### src/rtl/burst_seq_pkg.sv
package burst_seq_pkg;

    localparam int OP_W     = 13;
    localparam int MAX_LOG2 = 4;

    typedef enum logic [1:0] {
        ST_IDLE,
        ST_MRS_SETTLE,
        ST_BURST
    } seq_state_t;

    typedef struct packed {
        logic [2:0] len_log2;
        logic       interleave;
        logic [2:0] rd_lat;
    } mode_cfg_t;

    // Returns log2 of the burst length, or 0 for a reserved code.
    function automatic logic [2:0] decode_len(input logic [2:0] code);
        logic [2:0] r;
        unique case (code)
            3'b001:  r = 3'd1;
            3'b010:  r = 3'd2;
            3'b011:  r = 3'd3;
            3'b100:  r = 3'd4;
            default: r = 3'd0;
        endcase
        return r;
    endfunction

endpackage

### src/rtl/burst_mode_reg.sv
module burst_mode_reg
    import burst_seq_pkg::*;
(
    input  logic            clk,
    input  logic            rst_n,
    input  logic            wr_req,
    input  logic [OP_W-1:0] op,
    input  logic            banks_idle,
    output mode_cfg_t       cfg,
    output logic            cfg_valid,
    output logic            accept,
    output logic            reject
);

    logic [2:0] len_dec;
    mode_cfg_t  cfg_q;
    logic       valid_q;
    logic       reject_q;

    always_comb begin
        len_dec = decode_len(op[2:0]);
        accept  = wr_req && banks_idle && !op[7] && (len_dec != 3'd0);
    end

    always_ff @(posedge clk) begin
        if (!rst_n) begin
            cfg_q    <= '0;
            valid_q  <= 1'b0;
            reject_q <= 1'b0;
        end else begin
            reject_q <= wr_req && !accept;
            if (accept) begin
                cfg_q.len_log2   <= len_dec;
                cfg_q.interleave <= op[3];
                cfg_q.rd_lat     <= op[6:4];
                valid_q          <= 1'b1;
            end
        end
    end

    assign cfg       = cfg_q;
    assign cfg_valid = valid_q;
    assign reject    = reject_q;

    // The write that raised the flag must have left the mode untouched.
    assert_reject_keeps_cfg_R3: assert property (@(posedge clk) disable iff (!rst_n)
        reject_q |-> ($stable(cfg_q) && $stable(valid_q)));

endmodule

### src/rtl/burst_beat_gen.sv
module burst_beat_gen
    import burst_seq_pkg::*;
#(
    parameter int COL_W  = 10,
    parameter int BEAT_W = MAX_LOG2
)(
    input  logic              clk,
    input  logic              rst_n,
    input  logic              load,
    input  logic              run,
    input  logic [COL_W-1:0]  start_col,
    input  logic [2:0]        len_log2,
    input  logic              interleave,
    output logic [COL_W-1:0]  col_addr,
    output logic [BEAT_W-1:0] beat_idx,
    output logic              last
);

    localparam int PAD_W = COL_W - BEAT_W;

    logic [COL_W-1:0]  base_q;
    logic [BEAT_W-1:0] beat_q;
    logic [2:0]        len_q;
    logic              il_q;
    logic [COL_W-1:0]  mask;
    logic [BEAT_W-1:0] beat_mask;
    logic [COL_W-1:0]  beat_ext;
    logic [COL_W-1:0]  low_part;

    always_comb begin
        mask      = ~({COL_W{1'b1}} << len_q);
        beat_mask = ~({BEAT_W{1'b1}} << len_q);
        beat_ext  = {{PAD_W{1'b0}}, beat_q};
        if (il_q) low_part = (base_q ^ beat_ext) & mask;
        else      low_part = (base_q + beat_ext) & mask;
        col_addr = (base_q & ~mask) | low_part;
        beat_idx = beat_q;
        last     = (beat_q == beat_mask);
    end

    always_ff @(posedge clk) begin
        if (!rst_n) begin
            base_q <= '0;
            beat_q <= '0;
            len_q  <= 3'd1;
            il_q   <= 1'b0;
        end else if (load) begin
            base_q <= start_col;
            beat_q <= '0;
            len_q  <= len_log2;
            il_q   <= interleave;
        end else if (run) begin
            beat_q <= beat_q + 1'b1;
        end
    end

    // Wrap-around order steps the low offset by one between beats.
    assert_seq_step_R6: assert property (@(posedge clk) disable iff (!rst_n)
        (run && $past(run) && !$past(last) && !il_q)
        |-> ((col_addr & mask) == (($past(col_addr) + 1'b1) & mask)));

    // Interleaved order differs from the start by exactly the beat index.
    assert_xor_order_R7: assert property (@(posedge clk) disable iff (!rst_n)
        (run && il_q) |-> (((col_addr ^ base_q) & mask) == beat_ext));

endmodule

### src/rtl/burst_order_seq.sv
module burst_order_seq
    import burst_seq_pkg::*;
#(
    parameter int COL_W = 10
)(
    input  logic             clk,
    input  logic             rst_n,
    input  logic             mrs_valid,
    input  logic [12:0]      mrs_op,
    input  logic             banks_idle,
    input  logic             start,
    input  logic [COL_W-1:0] start_col,
    input  logic             terminate,
    output logic             cmd_ready,
    output logic             mode_valid,
    output logic             mrs_reject,
    output logic [4:0]       burst_len,
    output logic             burst_interleave,
    output logic [2:0]       read_latency,
    output logic             col_valid,
    output logic [COL_W-1:0] col_addr,
    output logic [3:0]       beat_idx,
    output logic             burst_done
);

    seq_state_t state_q, state_d;
    mode_cfg_t  cfg;
    logic       mrs_accept;
    logic       wr_req;
    logic       launch;
    logic       beat_last;

    assign wr_req = mrs_valid && (state_q == ST_IDLE);
    assign launch = (state_q == ST_IDLE) && start && mode_valid && !mrs_valid;

    burst_mode_reg u_mode (
        .clk        (clk),
        .rst_n      (rst_n),
        .wr_req     (wr_req),
        .op         (mrs_op),
        .banks_idle (banks_idle),
        .cfg        (cfg),
        .cfg_valid  (mode_valid),
        .accept     (mrs_accept),
        .reject     (mrs_reject)
    );

    burst_beat_gen #(.COL_W(COL_W), .BEAT_W(MAX_LOG2)) u_beats (
        .clk        (clk),
        .rst_n      (rst_n),
        .load       (launch),
        .run        (col_valid),
        .start_col  (start_col),
        .len_log2   (cfg.len_log2),
        .interleave (cfg.interleave),
        .col_addr   (col_addr),
        .beat_idx   (beat_idx),
        .last       (beat_last)
    );

    always_ff @(posedge clk) begin
        if (!rst_n) state_q <= ST_IDLE;
        else        state_q <= state_d;
    end

    always_comb begin
        state_d = state_q;
        unique case (state_q)
            ST_IDLE: begin
                if (mrs_accept)  state_d = ST_MRS_SETTLE;
                else if (launch) state_d = ST_BURST;
            end
            ST_MRS_SETTLE: state_d = ST_IDLE;
            ST_BURST: begin
                if (beat_last || terminate) state_d = ST_IDLE;
            end
            default: state_d = ST_IDLE;
        endcase
    end

    always_comb begin
        cmd_ready        = (state_q == ST_IDLE);
        col_valid        = (state_q == ST_BURST);
        burst_done       = col_valid && (beat_last || terminate);
        burst_len        = 5'd1 << cfg.len_log2;
        burst_interleave = cfg.interleave;
        read_latency     = cfg.rd_lat;
    end

    assert_settle_blocks_R4: assert property (@(posedge clk) disable iff (!rst_n)
        mrs_accept |=> !cmd_ready);

    assert_no_beats_unprogrammed_R5: assert property (@(posedge clk) disable iff (!rst_n)
        !mode_valid |-> !col_valid);

    assert_done_on_beat_R9: assert property (@(posedge clk) disable iff (!rst_n)
        burst_done |-> col_valid);

    assert_done_ends_burst_R10: assert property (@(posedge clk) disable iff (!rst_n)
        burst_done |=> (!col_valid && cmd_ready));

    assert_beat_in_range_R9: assert property (@(posedge clk) disable iff (!rst_n)
        col_valid |-> ({1'b0, beat_idx} < burst_len));

endmodule

### config.mk
export PLATFORM = sky130hd
export DESIGN_NAME = burst_order_seq
export DESIGN_NICKNAME = d
export VERILOG_FILES = /design/src/rtl/burst_seq_pkg.sv /design/src/rtl/burst_mode_reg.sv /design/src/rtl/burst_beat_gen.sv /design/src/rtl/burst_order_seq.sv
export SDC_FILE = /design/constraint.sdc
export NUM_CORES = 1
export LEC_CHECK = 0
export ABC_AREA = 1
export BUFFER_PORTS_ARGS = -buffer_cell sky130_fd_sc_hd__clkbuf_2
export CORE_MARGIN = 2
export CORE_UTILIZATION = 48
export DETAILED_ROUTE_END_ITERATION = 8
export HOLD_SLACK_MARGIN = 0.05
export PLACE_DENSITY = 0.74
export SLEW_MARGIN = 20
export SYNTH_ARGS = -nofsm -noshare
export SYNTH_HDL_FRONTEND = slang
export SYNTH_SLANG_ARGS = --single-unit
### constraint.sdc
create_clock -name clk -period 2 [get_ports clk]
set_input_delay 0.2 -clock clk [delete_from_list [all_inputs] [get_ports clk]]
set_output_delay 0.2 -clock clk [all_outputs]
set_load 0.005 [all_outputs]
==> flow_summary.ini <==
[sta]
period_share = 0.993
slew_viol_final = 0
fmax_mhz = 504
slew_headroom = 0.735
tightest_slew_ns = 0.397
final.setup_skew_ns = 0.00652
fin_ws_ns = 0.0141
period_needed_ns = 1.99
hold_viol_final = 0
setup_viol = 0
rsz0062_at_grt = yes
fin_tns_setup_ns = 0

[finish]
syn2layout_area_growth_pct = 27.3
fill_cells = 290
final_cell_mix = clkbuf_2 (49), nor2_1 (31), nand2_1 (28)
nNetsFinal = 294
multi_input_area_um2 = 812
register_area_um2 = 586
stdcell_area_um2 = 1930
mostFrequentLayoutCell = clkbuf_2
drive_gt1_frac = 0.323
diodes = 0

[worst_setup_path]
critPathCaptureType = output port
critPathArrivalTime_ns = 1.79
cp_slowest_cell = dfxtp_2
timing.critical_path.buf_inv = 3
path_max_fanout = 2
cp_top_family = adder cells
critPathMaxStageDelay_ns = 0.37
crit_chain = ha_4, inv_2, fa_2, o21ai_2, nand3_1, xor2_1, inv_1, clkbuf_2
path_class = flop to output port
startpoint_type = flop
required_ns = 1.80

[floorplanning]
pin_count = 57
die_w_um = 60.2
die-area_um2 = 3620
start_util = 0.500
rows = 20
die-height_um = 60.2
core_area_um2 = 3030

[detailed_routing]
via_per_inst = 4.92
drt_first_pass_iters = 4
ant_nets = 0
drt-total-wl_um = 3330
remaining_drc_errors = 0
wire_per_inst_um = 11.0
vias = 1497
drt_iter0_markers = 45

[logic_synthesis]
synth-seq-cells = 29
yosysSeqAreaShare = 0.383
ys_types = 28
yosys_warnings = 0
synth_nets = 240
synth_cells = 205
syn_area_um2 = 1520
synth.avg_cell_area_um2 = 7.39

[status]
status = complete, no violations

[global_route]
grt_max_degree = 24
grt.overflow.total = 0
antenna_found_initial = 0
gr-usage-all-layers = 0.209
grt_pass1_vias = 1323
grt_pass1_wl_um = 5520

[placement]
pre_cts_ws_ns = 0.146
place_congestion = 0.839
place_area_um2 = 1790
dpl.hpwl_um = 2520
port_buffers = 51

[job]
cap_violations = 0

[cts]
cts.htree.levels = 2
cts-hold-fix-buffers = 0
cts_made_buffers = 5
cts.sinks = 29
clock_latency_ns = 0.33
clkTransAtPathRegs_ns = 0.09
cts_buffer_depth = 2
cts_tree = yes
cts_root_buf = clkbuf_4

[min_path]
hp-class = input pin to flop

[pwr]
ir_worst_vdd_mv = 0.356
p_total_uw = 1190
leakage_uw = 0.000916
powerDensity_nw_per_um2 = 618
cell usage after synthesis:
cell	instances	share of area
nand2_1	28	0.069
buf_4	7	0.035
o2111ai_1	1	0.0058
mux2_2	1	0.0074
a21oi_1	18	0.059
nand3_1	8	0.026
nor2_4	2	0.015
xor2_1	5	0.029
nor2_1	32	0.079
nor3_1	6	0.020
buf_2	2	0.0066
nor3b_4	1	0.012
nand2_4	1	0.0074
buf_1	1	0.0025
nand4_1	3	0.012
or2_2	1	0.0041
dfxtp_1	29	0.38
o21ai_1	4	0.013
ha_1	5	0.041
fa_1	1	0.013
inv_1	20	0.050
o21ai_0	21	0.069
xnor2_1	2	0.012
clkbuf_1	1	0.0025
nand2_2	1	0.0041
a21o_1	1	0.0050
nand3b_1	2	0.0099
clkinv_4	1	0.0058
routing by layer:
layer  GRT usage  share of wire  vias to the layer above
li1            -              -                      780
met1       0.244           0.45                      672
met2       0.340           0.47                       35
met3      0.0606          0.060                       10
met4       0.114          0.024                        0
met5           0              0                        -
registers in the layout (all words and copies together) (netlist names):
name and cells:
state_q 2, u_beats.len_q 3, u_mode.cfg_valid 1, u_beats.il_q 1
u_beats.beat_idx 4, u_mode.cfg 7, u_mode.reject 1, u_beats.base_q 10
cell type report:
| type | count | share of cell area |
|---|---|---|
| inverter | 21 | 0.0435 |
| tap | 44 | 0.0285 |
| clock inverter | 1 | 0.0156 |
| multi-input combinational | 144 | 0.421 |
| sequential | 29 | 0.304 |
| clock buffer | 7 | 0.0285 |
| timing repair buffer | 58 | 0.160 |
final timing paths:
check                                       from                             end  slack, ns  cells past startpoint
setup / recovery  u_beats.base_q[0]$_SDFFE_PN0P_                     col_addr[6]       0.01                      8
hold / removal                         mrs_op[4]      u_mode.cfg[0]$_SDFFE_PN0P_        0.1                      3
setup reg to reg         state_q[0]$_SDFFE_PN0P_   u_beats.len_q[1]$_SDFFE_PN0P_       0.67                      5
hold reg to reg   u_beats.base_q[7]$_SDFFE_PN0P_  u_beats.base_q[7]$_SDFFE_PN0P_       0.49                      2
worst min-delay path, cell delays in order:
cell and delay (ns):
clkbuf_2 0.07, o21ai_1 0.05, nor2_1 0.07
repair_timing:
action                                  CTS  global route
endpoints found under the setup margin    2             5
buffers inserted                          2             1
resized for setup                         9             8
pin swaps                                 3             1
cloned                                    0             0
kinds of logic (layout without fill, tap and decap cells):
group / count (synthesis) / in the layout / share of synthesized area
flops: 29 / 29 / 0.383
mux: 1 / 1 / 0.00743
compound gates: 45 / 45 / 0.153
buf+inv: 32 / 87 / 0.102
xor+xnor: 7 / 7 / 0.0405
fa+ha+maj: 6 / 6 / 0.0545
simple gates: 85 / 85 / 0.260
stage by stage:
stage,hold slack [ns],cells,utilization
detailed placement,0.442,293,0.590
global placement,0.434,293,0.590
CTS,0.0934,303,0.632
floorplan,0.347,205,-
global route,0.104,304,0.637
finish,0.0952,304,0.637
power breakdown:
part           switching [uW]  internal, uW  total, uW  leakage [uW]
clock                     203           298        501     0.0000455
combinational            51.3          44.2       95.5      0.000634
sequential               8.52           588        596      0.000237
total                     263           930       1190      0.000916
Note: power is estimated with default switching activity, not from simulation.
